`config.mk`:
```
export PLATFORM = sky130hd
export DESIGN_NAME = exec_trace_fifo
export DESIGN_NICKNAME = d
export VERILOG_FILES = /design/src/rtl/exec_trace_fifo.sv
export SDC_FILE = /design/constraint.sdc
export NUM_CORES = 1
export LEC_CHECK = 0
export BUFFER_PORTS_ARGS = -buffer_cell sky130_fd_sc_hd__clkbuf_2
export CORE_ASPECT_RATIO = 0.75
export CORE_MARGIN = 2
export CORE_UTILIZATION = 30
export CTS_CLUSTER_DIAMETER = 200
export DETAILED_ROUTE_END_ITERATION = 16
export GPL_TIMING_DRIVEN = 0
export PLACE_DENSITY = 0.53
export SYNTH_ARGS = -nofsm -noshare
export SYNTH_HDL_FRONTEND = slang
export SYNTH_SLANG_ARGS = --single-unit
```
`constraint.sdc`:
```
create_clock -name clk -period 1.65 [get_ports clk]
set_input_delay 0.0825 -clock clk [delete_from_list [all_inputs] [get_ports clk]]
set_output_delay 0.0825 -clock clk [all_outputs]
set_load 0.02 [all_outputs]
```
`src/rtl/exec_trace_fifo.sv`:
```
module exec_trace_fifo #(
  parameter int DEPTH = 5,
  parameter int AW    = 16,
  parameter int DW    = 24
) (
  input  logic          clk,
  input  logic          rst_n,
  input  logic          retire_vld,
  input  logic [AW-1:0] retire_addr,
  input  logic          dbg_mode,
  input  logic          rd_strb,
  output logic [DW-1:0] rd_data
);
  localparam int PW  = $clog2(DEPTH);
  localparam int PAD = DW - AW;
  localparam logic [PW-1:0] LAST = PW'(DEPTH - 1);

  logic [DEPTH-1:0][AW-1:0] slot;
  logic [PW-1:0]            ptr;

  wire capture = retire_vld && !dbg_mode;
  wire step    = capture || (rd_strb && dbg_mode);
  wire [PW-1:0] ptr_nxt = (ptr == LAST) ? '0 : ptr + 1'b1;

  always_ff @(posedge clk) begin
    if (!rst_n)    ptr <= '0;
    else if (step) ptr <= ptr_nxt;
  end

  for (genvar i = 0; i < DEPTH; i++) begin : g_slot
    always_ff @(posedge clk) begin
      if (!rst_n)                          slot[i] <= '0;
      else if (capture && ptr == PW'(i))   slot[i] <= retire_addr;
    end
  end

  assign rd_data = {slot[ptr], {PAD{1'b0}}};

  AST_PTR_RANGE: assert property (@(posedge clk) disable iff (!rst_n)
    ptr <= LAST);
  AST_WRAP: assert property (@(posedge clk) disable iff (!rst_n)
    (dbg_mode && rd_strb && ptr == LAST) |=> ptr == '0);
  AST_CAPTURE: assert property (@(posedge clk) disable iff (!rst_n)
    (!dbg_mode && retire_vld) |=> slot[$past(ptr)] == $past(retire_addr));
  AST_FROZEN: assert property (@(posedge clk) disable iff (!rst_n)
    dbg_mode |=> $stable(slot));
  AST_HOLD_PTR: assert property (@(posedge clk) disable iff (!rst_n)
    (dbg_mode && !rd_strb) |=> $stable(ptr));
  AST_IDLE_READ: assert property (@(posedge clk) disable iff (!rst_n)
    (!dbg_mode && !retire_vld && rd_strb) |=> $stable(ptr) && $stable(slot));
endmodule

```
; ---- Word-level counts from Yosys, hierarchy flattened
; Cells that the tools add are included.
[word_totals]
regBits = 83
wordCells = 25
out_inout_bits = 24
in_bits = 21
[op_classes]
n_addsub = 1
reduce_logical = 10
muxes = 3
n_eq_ne = 4
order_cmp = 1
[ops]
columns = op, n
row1 = binary-select mux 16 bit (select 3 bit), 1
row2 = two-way mux 16 bit, 1
row3 = logical AND 1 bit, 7
row4 = "== test 3 x 2 -> 1 bit, second input constant", 2
row5 = "< comparator 3 x 4 -> 1 bit, second input constant", 1
row6 = "adder 3 x 1 -> 3 bit, second input constant", 1
row7 = "== test 3 x 1 -> 1 bit, second input constant", 1
row8 = "== test 3 bit, second input constant", 1
row9 = zero test 3 bit, 1
row10 = two-way mux 3 bit, 1
row11 = zero test 1 bit, 1
row12 = logical OR 1 bit, 1

; ---- Depth between registers and ports, before layout
[depth]
word_depth = 3
ltp_mapped = 9
depth_no_buf = 5

; ---- Worst setup path before layout
; Ideal clock, no wire load.
[synth_path]
path_kind = register to register
startpoint = register ptr[0]
endpoint = register slot[10] in the netlist's numbering
path_buffers = 4
setup_ps = 116
synth_period_minus_slack_ps = 1782
stages_incl_launch_ff = 10
arrival_ps = 1665
path_slack_ps = -132
required_ps = 1534
path_cell_list = dfxtp_1 buf_6 buf_2 inv_1 ha_1 and4bb_1 buf_4 buf_6 nand2_1 a21boi_1
[synth_via]
elab_chain_cells = 2
[synth_rtl]
columns = element, line_no
row1 = from (decl), 19  ; logic [PW-1:0] ptr;
row2 = from (signal assigned), 27  ; else if (step) ptr <= ptr_nxt;
row3 = zero test 3 bit, 33  ; else if (capture && ptr == PW'(i)) slot[i] <= retire_addr;
row4 = logical AND 1 bit, 33
row5 = "to (signal, indexed assignment)", 33
row6 = to (decl), 18  ; logic [DEPTH-1:0][AW-1:0] slot;
; No other way between the ends.
; A chain may end at the register's enable or synchronous reset.

; ---- Final worst setup path
[layout_path]
startpoint = register ptr[0]
endpoint = output port rd_data[17]
[layout_via]
elab_chain_cells = 2
[layout_rtl]
columns = element, line_no
row1 = binary-select mux 16 bit (select 3 bit), 37  ; assign rd_data = {slot[ptr], {PAD{1'b0}}};
row2 = two-way mux 16 bit (not written as such), 37
row3 = to (decl), 12  ; output logic [DW-1:0] rd_data
; No other way between the ends. The select of a mux whose other input is x is not followed.

==> metrics.md <==
| Metric | Value |
|---|---|
| PD cells | roughly 970 nW/um2 |
| Tightest Pin Transition | around 0.63 ns |
| Mapped Cells | approximately 460 |
| Worst vdd ir | about 470 uV |
| CP arrival | 1.78 ns |
| Post-DRT Antenna Nets | 0 |
| Gr ovfl total | 0 |
| Run status | finished, violations left |
| Clock Latency Late Sink | around 0.34 ns |
| Hold_sp | retire_addr[1] |
| Worst-path fanout max | 7 |
| Number of nets in the layout | 551 |
| Startpoint types | flip-flop |
| Leak Pwr | just under 2 nW |
| Via-to-Cell Ratio | between 4 and 5 |
| CTS clock-pin slew for the worst setup and hold paths | around 0.060 ns |
| Dpl hpwl | between 8000 and 9000 um |
| Clock Tree Root | clkbuf_16 |
| Ant. Diodes | 0 |
| Number of I/O pins | 45 |
| CTS tree | yes |
| # DRC | 0 |
| Routed WL | 12700 um |
| HP Class | input port to flip-flop |
| Slew Limit Fails | 0 |
| Total power | slightly above 5 mW |
| Core area | roughly 13000 um2 |
| Final setup fails | approximately 50 |
| Via count | around 3500 |
| Global placement routability congestion | about 0.83 |
| Seq/Total Area, Yosys | 0.415 |
| Minimum clock period | 1.86 ns |
| Area post-placement | 4420 um2 |
| Worst setup skew after layout | slightly below 0.007 ns |
| Final instance area | 5280 um2 |
| Req. time, crit path | 1.57 ns |
| Hold Slack | between 0.02 and 0.03 ns |
| CTS Buf Count | 9 |
| GR Util All Layers | 0.178 |
| Die extent in x | around 140 um |
| Tcrit/Tclk final | 1.13 |
| Critical path class | flip-flop to output port |
| Sink Count | 83 |
| Num rows | 36 |
| Crit. End Element | output port |
| Worst setup margin | -0.210 ns |
| Cell Area, Synth | about 4000 um2 |
| Initial DRC count | 245 |
| Most common cell after layout, fill and taps aside | nand2_1 |
| Drt pass-1 iters | 5 |
| Count of cell types in the netlist | 35 |
| Initial Util | 0.307 |
| Failing checks | setup timing |
| Post-Syn Area per Cell | 8.66 um2 |
| Core Util, Final | 0.405 |
| Worst rel slew slack | 0.580 |
| Antenna violations before repair | 0 |
| RSZ-0062 raised after global routing | true |
| Die area | 14300 um2 |
| WL per Instance | approximately 18 um |
| #FFs+latches synth | between 80 and 90 |
| Most frequent cells in the layout | 128 x nand2_1, 80 x dfxtp_1, 49 x a21boi_1 |
| Fin. Hold Viols | 0 |
| Port Buffer Count | 33 |
| Fmax | about 0.54 GHz |
| Reg-to-Reg Start | ptr[0]$_SDFFE_PN0P_ |
| Max-cap viol count | 0 |
| First-pass GRT wire length | roughly 19000 um |
| Yosys warns | 0 |
| Largest net degree at the start of global routing | 14 |
| CTS H-tree depth | 3 |
| Number of global-route vias before repair | between 3000 and 4000 |
| Area growth syn-to-layout | 31.8% |
| Crit. Startpoint | ptr[0]$_SDFFE_PN0P_ |
| Max Buffers Root-to-Sink | 2 |
| Fraction of layout cells with a size suffix above 1 | 0.259 |
| Die H | between 100 and 150 um |
==> synth_stat cells, drive strengths merged <==
master	n	area share
and3b	1	0.0022
nor3b	1	0.0047
clkbuf	9	0.0084
a221o	14	0.035
o21ai	32	0.040
a22o	1	0.0022
a21boi	50	0.094
nand3b	1	0.0019
inv	3	0.0028
mux2i	17	0.043
mux4	1	0.0056
buf	39	0.069
ha	5	0.016
nand4b	1	0.0022
nand2	130	0.12
a211o	2	0.0044
and4b	1	0.0025
a32oi	1	0.0022
and4bb	2	0.0063
nand4bb	2	0.0056
nor2	15	0.014
conb	1	0.00094
nand3	32	0.040
nand2b	1	0.0034
nor2b	1	0.0016
mux2	15	0.053
o31ai	1	0.0019
dfxtp	83	0.42
==> repair_timing <==
action                                  CTS  global route
endpoints found under the setup margin   88            87
resized for setup                        30            99
pin swaps                                 5            15
gates cloned                              1             3
hold buffers                              0             0
buffers inserted                          7             1
==> cell families after synthesis <==
kind of cell,share of synthesized area
compound gates,0.179
fa+ha+maj,0.0156
other cells,0.000937
flops,0.415
simple gates,0.206
buf+inv,0.0800
mux,0.103
==> power breakdown <==
| group | total [mW] | internal [mW] | switching [mW] | leakage, nW |
|---|---|---|---|---|
| Sequential | 2.08 | 2.05 | 0.0269 | 0.672 |
| Combinational | 0.750 | 0.345 | 0.405 | 1.12 |
| Clock | 2.28 | 1.47 | 0.809 | 0.159 |
| Total | 5.10 | 3.86 | 1.24 | 1.95 |
==> per-stage QoR <==
step | std cells | setup WS (ns) | TNS, ns
final | 700 | -0.210 | -6.06
after global routing | 700 | -0.244 | -10.08
after CTS | 696 | -0.247 | -6.69
after detailed placement | 673 | -0.468 | -15.89
after global placement | 673 | -0.437 | -12.90
after floorplan | 469 | 0.0318 | 0
==> worst paths after layout <==
check | end | slack (ns) | depth (start not counted)
setup / recovery | rd_data[17] | -0.21 | 5
hold / removal | slot[1]$_SDFFE_PN0P_ | 0.03 | 3
setup reg to reg | slot[12]$_SDFFE_PN0P_ | -0.15 | 9
hold reg to reg | slot[21]$_SDFFE_PN0P_ | 0.45 | 2
==> metal layers <==
layer	global-route usage	wire (um)	vias up
li1	-	-	1687
met1	0.251	6100	1695
met2	0.280	5880	74
met3	0.0327	486	15
met4	0.0464	207	0
met5	0	0	-
==> critical path: stages (launching register included) <==
cell and delay (ns):
dfxtp_2 0.35, buf_12 0.15, clkbuf_16 0.17, mux2_4 0.30
a221o_1 0.33, buf_6 0.14
==> layout make-up <==
cell class              instances  area [um2]
multi-input cells             335        2190
clock inverters                 5         103
plain buffers                  48         450
flip-flops and latches         83        1670
inverters                       3        15.0
clock buffers                  10         229
repair buffers                 45         410
well taps                     171         214
fillers                      1245        7740
==> registers in the layout, indices dropped and copies added, names as in the netlist <==
register  cells
ptr           3
slot         80
Power figures use the tool's default switching activity.
